File: config.mk
export PLATFORM = sky130hd
export DESIGN_NAME = crc16_ser_tx
export DESIGN_NICKNAME = d
export VERILOG_FILES = /design/src/rtl/crc16_ser_tx_pkg.sv /design/src/rtl/crc16_ser_core.sv /design/src/rtl/crc16_ser_seq.sv /design/src/rtl/crc16_ser_out.sv /design/src/rtl/crc16_ser_tx.sv
export SDC_FILE = /design/constraint.sdc
export NUM_CORES = 1
export LEC_CHECK = 0
export CAP_MARGIN = 20
export CORE_MARGIN = 2
export CORE_UTILIZATION = 52
export CTS_CLUSTER_SIZE = 24
export DETAILED_ROUTE_END_ITERATION = 12
export DONT_BUFFER_PORTS = 1
export PLACE_DENSITY = 0.79
export SYNTH_ARGS = -nofsm -noshare
export SYNTH_HDL_FRONTEND = slang
export SYNTH_SLANG_ARGS = --single-unit
File: constraint.sdc
create_clock -name clk -period 1.8 [get_ports clk]
set_clock_uncertainty 0.1 [all_clocks]
set_input_delay 0.36 -clock clk [delete_from_list [all_inputs] [get_ports clk]]
set_output_delay 0.36 -clock clk [all_outputs]
set_load 0.05 [all_outputs]
File: src/rtl/crc16_ser_tx_pkg.sv
package crc16_ser_tx_pkg;

  // Sequencer phase: message pass-through or checksum append
  typedef enum logic {
    PH_MSG = 1'b0,
    PH_APP = 1'b1
  } tx_phase_e;

endpackage

File: src/rtl/crc16_ser_core.sv
module crc16_ser_core #(
  parameter int              W    = 16,
  parameter logic [W-1:0]    POLY = 16'h1021,
  parameter logic [W-1:0]    INIT = '0
) (
  input  logic         clk,
  input  logic         rst,
  input  logic         load_init,
  input  logic         step_en,
  input  logic         step_bit,
  input  logic         shift_en,
  output logic [W-1:0] crc_q,
  output logic         top_bit
);

  // Direct-form step: message bit meets the departing top bit,
  // and their sum decides whether the taps are applied.
  function automatic logic [W-1:0] crc_feed(input logic [W-1:0] c, input logic b);
    logic fb;
    fb = c[W-1] ^ b;
    crc_feed = {c[W-2:0], 1'b0} ^ (fb ? POLY : '0);
  endfunction

  // Plain shift used while the check bits are being emitted
  function automatic logic [W-1:0] crc_drain(input logic [W-1:0] c);
    crc_drain = {c[W-2:0], 1'b0};
  endfunction

  always_ff @(posedge clk) begin
    if (rst)            crc_q <= INIT;
    else if (load_init) crc_q <= INIT;
    else if (step_en)   crc_q <= crc_feed(crc_q, step_bit);
    else if (shift_en)  crc_q <= crc_drain(crc_q);
  end

  assign top_bit = crc_q[W-1];

endmodule

File: src/rtl/crc16_ser_seq.sv
module crc16_ser_seq
  import crc16_ser_tx_pkg::*;
#(
  parameter int W = 16
) (
  input  logic clk,
  input  logic rst,
  input  logic msg_vld,
  input  logic msg_eom,
  output logic accept,
  output logic app_active,
  output logic last_chk
);

  localparam int CNT_W = (W > 1) ? $clog2(W) : 1;
  localparam logic [CNT_W-1:0] CNT_LAST = CNT_W'(W - 1);

  tx_phase_e        phase_q;
  logic [CNT_W-1:0] cnt_q;
  logic             start;

  assign accept     = (phase_q == PH_MSG) && msg_vld;
  assign start      = (phase_q == PH_MSG) && msg_eom;
  assign app_active = (phase_q == PH_APP);
  assign last_chk   = app_active && (cnt_q == CNT_LAST);

  always_ff @(posedge clk) begin
    if (rst) begin
      phase_q <= PH_MSG;
      cnt_q   <= '0;
    end else begin
      unique case (phase_q)
        PH_MSG: begin
          cnt_q <= '0;
          if (start) phase_q <= PH_APP;
        end
        PH_APP: begin
          cnt_q <= cnt_q + 1'b1;
          if (last_chk) phase_q <= PH_MSG;
        end
        default: phase_q <= PH_MSG;
      endcase
    end
  end

endmodule

File: src/rtl/crc16_ser_out.sv
module crc16_ser_out (
  input  logic clk,
  input  logic rst,
  input  logic accept,
  input  logic msg_bit,
  input  logic app_active,
  input  logic chk_bit,
  input  logic last_chk,
  output logic ser_bit,
  output logic ser_vld,
  output logic done
);

  logic nxt_bit;

  always_comb begin
    if (app_active)  nxt_bit = chk_bit;
    else if (accept) nxt_bit = msg_bit;
    else             nxt_bit = 1'b0;
  end

  always_ff @(posedge clk) begin
    if (rst) begin
      ser_bit <= 1'b0;
      ser_vld <= 1'b0;
      done    <= 1'b0;
    end else begin
      ser_bit <= nxt_bit;
      ser_vld <= accept | app_active;
      done    <= last_chk;
    end
  end

endmodule

File: src/rtl/crc16_ser_tx.sv
module crc16_ser_tx #(
  parameter int           W    = 16,
  parameter logic [W-1:0] POLY = 16'h1021,
  parameter logic [W-1:0] INIT = '0
) (
  input  logic clk,
  input  logic rst,
  input  logic msg_vld_i,
  input  logic msg_bit_i,
  input  logic msg_eom_i,
  output logic ser_bit_o,
  output logic ser_vld_o,
  output logic done_o
);

  // Internal events, named for the checker
  logic         accept;
  logic         app_active;
  logic         last_chk;
  logic         chk_bit;
  logic [W-1:0] crc_q;

  crc16_ser_seq #(.W(W)) u_seq (
    .clk        (clk),
    .rst        (rst),
    .msg_vld    (msg_vld_i),
    .msg_eom    (msg_eom_i),
    .accept     (accept),
    .app_active (app_active),
    .last_chk   (last_chk)
  );

  crc16_ser_core #(.W(W), .POLY(POLY), .INIT(INIT)) u_core (
    .clk       (clk),
    .rst       (rst),
    .load_init (last_chk),
    .step_en   (accept),
    .step_bit  (msg_bit_i),
    .shift_en  (app_active),
    .crc_q     (crc_q),
    .top_bit   (chk_bit)
  );

  crc16_ser_out u_out (
    .clk        (clk),
    .rst        (rst),
    .accept     (accept),
    .msg_bit    (msg_bit_i),
    .app_active (app_active),
    .chk_bit    (chk_bit),
    .last_chk   (last_chk),
    .ser_bit    (ser_bit_o),
    .ser_vld    (ser_vld_o),
    .done       (done_o)
  );

endmodule

==> impl_results.md, run 1 <==
- CTS Buf Count: 3
- Critical path class: reg -> reg
- Initial Util: 55.4%
- Hold EP: u_seq.app_active
- GRT Total Usage: 16.2%
- Worst VDD drop: 548 uV
- Clock Tree Buf Depth: 2
- Final nets: 112
- Netlist cell types: 24
- Clk Latency, worst-skew pair: 0.30 ns
- Most frequent cell after synthesis: dfxtp_1
- Cell count of the worst hold path: 2
- CP Capture Type: flop
- # setup viols final: 0
- Die height: 46.9 um
- Max Slew Vio Count: 0
- Startpoint Class: flop
- Sequential area share after synthesis: 50.2%
- Post-route ant nets: 0
- Pre-CTS WS: 0.319 ns
- Top cells by count, synth: dfxtp_1, nand2_1, nor2_1, a21oi_2, nand2_2
- Initial antenna violation count: 0
- Clock sink count: 24
- CTS resizes: 0
- N_diodes: 0
- Synthesized area: 957 um2
- Number of I/O pins: 8
- Core ar.: 0.00173 mm2
- Critical path required time: 1.91 ns
- Largest net degree at the start of global routing: 18
- Synth top area cells: dfxtp_1, a21oi_2, nand2_2
- CP Max Fanout: 9
- Avg Cell Area, Syn: 9.57 um2
- Routed vias/inst: 4.97
- H-Tree Level Count: 1
- Total of max-cap violations: 0
- Synth Register Bits: 24
- Area grow syn2layout: 5.62%
- WL final: 1420 um
- Mapped Nets: 106
- Router iterations before antenna repair: 4
- Hold wc startpoint: msg_eom_i
- Outcome: finished clean
- Chip width: 46.9 um
- Final worst setup slack: 0.312 ns
- Detailed Route Iter0 Violations: 7
- Crit path DAT: 1.60 ns
- DR WL/cell: 11.0 um
- First-pass GRT wire length: 2470 um
- Crit path time final: 1.49 ns
- Leading area contributor after synthesis: dfxtp_1
- P per Cell Area: 847 mW/mm2
- Root Buffer: clkbuf_4
- Yosys top cell area share: 50.2%
- Die Area: 0.00220 mm2
- Simple-Gate Fraction of Synth Area: 25.2%
- DRC Markers: 0
- Number of flops mapped to enable cells by yosys: 0
- Relative slew margins: 67.9%
- Critical R2R Capture: u_core.crc_q[11]
- Fin util: 58.6%
- F_max: 672 MHz
- Reg2Reg Depth: 4
- Post-Synthesis Cells: 100
- Synth Area in Compound Gates: 14.9%
- CTS tree: yes
- Post-synthesis adder-cell area fraction: 1.31%
- Worst hold-check path type: in -> reg
- # rows: 15
- Post-CTS Hold Fix Bufs: 1
- Yosys warns: 0
- Clk slew on worst S/H paths: 0.11 ns
- Share of cells above drive strength 1: 28.8%
- Xor/xnor share of the synthesized area: 2.75%
- Most used DFF post-synth: dfxtp_1
- Vias: 641
- Vias in the first global route: 592
- Setup bufs post-CTS: 0
- Slew @ Worst Pin: 0.482 ns
- Hold_ws: 0.101 ns
- Period utilization: 82.7%
- RePlAce Congestion: 0.693
- Total gr overflow: 0
- Setup tns final: 0 ns
- Main combinational cell family by area after synthesis: simple AND/OR/NAND/NOR gates
- Post-DP HPWL: 973 um
- Final hold violations: 0
- Leakage: 0.000354 uW
- FF-to-FF Start: u_seq.cnt_q[0]
- RSZ-0062 raised after global routing: false
- FF-to-FF setup slack: 0.31 ns
- Port Buffer Count: 0
- Post-synthesis mux area share: 0%
- Asr flop ratio synth: 0%
==> through the flow <==
stage	area, um2	cells	total power (uW)
6_report	1010	129	856
5_1_grt	1010	129	903
4_1_cts	1000	128	869
3_5_place_dp	968	124	645
3_3_place_gp	968	124	643
2_1_floorplan	957	100	638
==> flip-flops by register name (all words and copies together), names as in the netlist <==
name	flops
u_core.crc_q	16
u_seq.cnt_q	4
u_out.done	1
u_out.ser_bit	1
u_out.ser_vld	1
u_seq.app_active	1
==> power by group <==
| part | internal (uW) | switching, uW |
|---|---|---|
| registers | 546 | 19.2 |
| clock network | 78.1 | 142 |
| logic | 27.6 | 43.5 |
| total | 652 | 205 |
==> critical path, cell delays in order, from the launching register on <==
cell     delay, ns
dfxtp_1       0.37
ha_1          0.22
a41o_1        0.42
buf_4         0.24
a21oi_1       0.05
==> cells by family after synthesis <==
logic type      count (synthesis)
buf+inv                         6
fa+ha+maj                       1
simple gates                   48
xor+xnor                        3
flops                          24
compound gates                 18
==> placed cells by master, fill, tap and decap left out, types with 2 or more instances in the layout <==
cell type / instances
dfxtp_1: 24
nand3_1: 2
xor2_1: 2
nand2_2: 10
buf_4: 4
a211oi_1: 2
nor4_2: 2
nand2_1: 16
and3_1: 2
a21oi_2: 10
a21oi_1: 3
dlygate4sd3_1: 2
clkbuf_4: 3
a22oi_1: 2
nor2_1: 12
==> worst max-delay path by stage <==
stage,from,endpoint
after floorplan,u_seq.cnt_q[0],u_core.crc_q[12]
after global placement,u_seq.cnt_q[0],u_core.crc_q[11]
after detailed placement,u_seq.cnt_q[0],u_core.crc_q[9]
after CTS,u_seq.cnt_q[0],u_core.crc_q[9]
after global routing,u_seq.cnt_q[0],u_core.crc_q[9]
final,u_seq.cnt_q[0],u_core.crc_q[11]
==> per-layer routing <==
layer / GRT usage (%) / part of all wire [%] / vias to the layer above
li1: - / - / 337
met1: 22.3 / 48 / 287
met2: 23.3 / 46 / 13
met3: 3.08 / 4.4 / 4
met4: 10.0 / 1.5 / 0
met5: 0 / 0 / -
==> layout make-up <==
type | instances | area (um2)
clock buffer | 3 | 22.5
fill | 147 | 716
inverter | 1 | 3.75
multi-input combinational | 70 | 423
sequential | 24 | 480
tap | 25 | 31.3
timing repair buffer | 6 | 50.0
Note: power is estimated with default switching activity, not from simulation.
==> run 2: changes to the inputs <==
- ABC_AREA: not set -> 1
- clock period: 1.8 -> 1.5 ns (I/O delays scaled with it)
==> impl_results.md, run 2 <==
- Outcome: finished clean (unchanged)
- Most used DFF post-synth: dfxtp_1 (unchanged)
- Critical path required time: 1.63 ns (was 1.91 ns)
- CTS Buf Count: 3 (unchanged)
- Post-Synthesis Cells: 138 (was 100)
- Busiest grt layer: met2 (unchanged)
- Relative slew margins: 68.7% (was 67.9%)
- Period utilization: 90.2% (was 82.7%)
- Met1 GRT Util: 21.4% (was 22.3%)
- Detailed Route Iter0 Violations: 15 (was 7)
- Commonest non-fill, non-tap cells in the layout: nand2_1, dfxtp_1, inv_1 (was dfxtp_1, nand2_1, nor2_1)
- Max FFs per register: 16 (unchanged)
- Final nets: 147 (was 112)
- Netlist cell types: 17 (was 24)
- Clock Tree Buf Depth: 2 (unchanged)
- Mapped Nets: 144 (was 106)
- Leakage: 0.000554 uW (was 0.000354 uW)
- Max Slew Vio Count: 0 (unchanged)
- RSZ-0062 raised after global routing: false (unchanged)
- First-pass GRT wire length: 2740 um (was 2470 um)
- Slew @ Worst Pin: 0.469 ns (was 0.482 ns)
- Die height: 47.1 um (was 46.9 um)
- Synth top area cells: dfxtp_1, nand2_1, inv_1 (was dfxtp_1, a21oi_2, nand2_2)
- WL final: 1530 um (was 1420 um)
- M2 GR Usage: 31.0% (was 23.3%)
- Pwr Total: 1210 uW (was 856 uW)
- Synth Area in Compound Gates: 5.06% (was 14.9%)
- Leading area contributor after synthesis: dfxtp_1 (unchanged)
- CP endpoint: u_core.crc_q[8] (was u_core.crc_q[11])
- CTS resizes: 0 (unchanged)
- Port Buffer Count: 0 (unchanged)
- RePlAce Congestion: 0.735 (was 0.693)
- Yosys warns: 0 (unchanged)
- CTS tree: yes (unchanged)
- Post-route ant nets: 0 (unchanged)
- CP Capture Type: flop (unchanged)
- Worst hold-check path type: in -> reg (unchanged)
- Main combinational cell family by area after synthesis: simple AND/OR/NAND/NOR gates (unchanged)
- Yosys top cell area share: 49.8% (was 50.2%)
- Reg2Reg Depth: 6 (was 4)
- Xor/xnor share of the synthesized area: 0% (was 2.75%)
- Avg Cell Area, Syn: 6.99 um2 (was 9.57 um2)
- Crit path DAT: 1.48 ns (was 1.60 ns)
- Setup bufs post-CTS: 0 (unchanged)
- Die Area: 0.00222 mm2 (was 0.00220 mm2)
- Vias in the first global route: 690 (was 592)
- Final hold violations: 0 (unchanged)
- Critical path class: reg -> reg (unchanged)
- Area grow syn2layout: 7.78% (was 5.62%)
- # rows: 15 (unchanged)
- DRC Markers: 0 (unchanged)
- # setup viols final: 0 (unchanged)
- Clock sink count: 24 (unchanged)
- Critical R2R Capture: u_core.crc_q[8] (was u_core.crc_q[11])
- Initial antenna violation count: 0 (unchanged)
- N_diodes: 0 (unchanged)
- Crit path time final: 1.35 ns (was 1.49 ns)
- Total gr overflow: 0 (unchanged)
- Met3 Resource Use GR: 4.62% (was 3.08%)
- Setup tns final: 0 ns (unchanged)
- Initial Util: 55.9% (was 55.4%)
- Chip width: 47.1 um (was 46.9 um)
- Top cells by count, synth: nand2_1, dfxtp_1, inv_1, nor2_1, o21ai_1 (was dfxtp_1, nand2_1, nor2_1, a21oi_2, nand2_2)
- CP Max Fanout: 13 (was 9)
- Post-CTS Hold Fix Bufs: 1 (unchanged)
- Router iterations before antenna repair: 4 (unchanged)
- Routed vias/inst: 4.53 (was 4.97)
- Largest net degree at the start of global routing: 21 (was 18)
- Asr flop ratio synth: 0% (unchanged)
- Vias: 747 (was 641)
- Sequential area share after synthesis: 49.8% (was 50.2%)
- Root Buffer: clkbuf_4 (unchanged)
- Share of cells above drive strength 1: 7.86% (was 28.8%)
- Most frequent cell after synthesis: nand2_1 (was dfxtp_1)
- Number of flops mapped to enable cells by yosys: 0 (unchanged)
- Hold_ws: 0.0188 ns (was 0.101 ns)
- Number of I/O pins: 8 (unchanged)
- Total of max-cap violations: 0 (unchanged)
- Synth Register Bits: 24 (unchanged)
- DR WL/cell: 9.28 um (was 11.0 um)
- Biggest regs: u_core.crc_q: 16 flops, u_seq.cnt_q: 4 flops (unchanged)
- Clk Latency, worst-skew pair: 0.31 ns (was 0.30 ns)
- P per Cell Area: 1160 mW/mm2 (was 847 mW/mm2)
- Biggest register: u_core.crc_q (unchanged)
- FF-to-FF setup slack: 0.15 ns (was 0.31 ns)
- Simple-Gate Fraction of Synth Area: 31.4% (was 25.2%)
- F_max: 739 MHz (was 672 MHz)
- Post-DP HPWL: 1060 um (was 973 um)
- Clk slew on worst S/H paths: 0.13 ns (was 0.11 ns)
- CP startpoint: u_seq.cnt_q[0] (unchanged)
- Worst VDD drop: 627 uV (was 548 uV)
- Commonest non-fill, non-tap cell in the layout: nand2_1 (was dfxtp_1)
- Synthesized area: 965 um2 (was 957 um2)
- Core ar.: 0.00173 mm2 (unchanged)
- Startpoint Class: flop (unchanged)
- Post-synthesis adder-cell area fraction: 1.30% (was 1.31%)
- Post-synthesis mux area share: 0% (unchanged)
- H-Tree Level Count: 1 (unchanged)
- FF-to-FF Start: u_seq.cnt_q[0] (unchanged)
- GRT Total Usage: 17.9% (was 16.2%)
run 2: changes by cell type after synthesis, moves of 3 or more:
cell	change
nand3_1	+3
inv_1	+20
nand2_1	+37
nand2_2	-10
a21oi_2	-10
o21ai_1	+6
inv_2	+4
run 2: cell type report:
type / count / area (um2)
Fill cell: 176 / 687
Multi-Input combinational cell: 85 / 364
Inverter: 25 / 93.8
Clock inverter: 1 / 30.0
Sequential cell: 24 / 480
Tap cell: 25 / 31.3
Clock buffer: 3 / 22.5
Timing Repair Buffer: 2 / 17.5
run 2: cell families (layout without fill, tap and decap cells):
group,count (synthesis),after routing
flip-flops,24,24
buffers and inverters,29,31
AND/OR/NAND/NOR,75,75
AO/OA/AOI/OAI,9,9
adder cells (fa/ha/maj),1,1
run 2: per-stage QoR:
stage	util, %	std cells	area, um2	setup slack, ns
floorplan	-	138	965	0.215
global placement	56.6	160	977	0.181
detailed placement	56.6	160	977	0.163
CTS	60.2	165	1040	0.146
global route	60.2	165	1040	0.00799
finish	60.2	165	1040	0.147
run 2: worst min-delay path by stage:
| stage | from | to | cells past startpoint |
|---|---|---|---|
| after global placement | rst | u_out.ser_vld | 1 |
| after CTS | msg_eom_i | u_seq.app_active | 2 |
| final | msg_eom_i | u_seq.app_active | 2 |
| after global routing | msg_eom_i | u_seq.app_active | 2 |
| after floorplan | rst | u_out.ser_vld | 1 |
| after detailed placement | rst | u_out.ser_vld | 1 |
run 2: layer usage:
metal  wire length, um  up-vias
met2               742        8
li1                  -      413
met4                17        0
met3                44        2
met1               727      324
met5                 0        -
run 2: worst max-delay path: stages, from the launching register on:
cell and delay [ns]:
dfxtp_1 0.37, ha_1 0.17, nand2_1 0.09, o21ai_2 0.24, inv_2 0.16, nand2_1 0.10
inv_1 0.04
run 2: where the power goes:
part / total [uW] / switching [uW] / internal (uW)
combinational: 74.9 / 50.5 / 24.5
sequential: 676 / 20.7 / 655
clock: 457 / 187 / 270
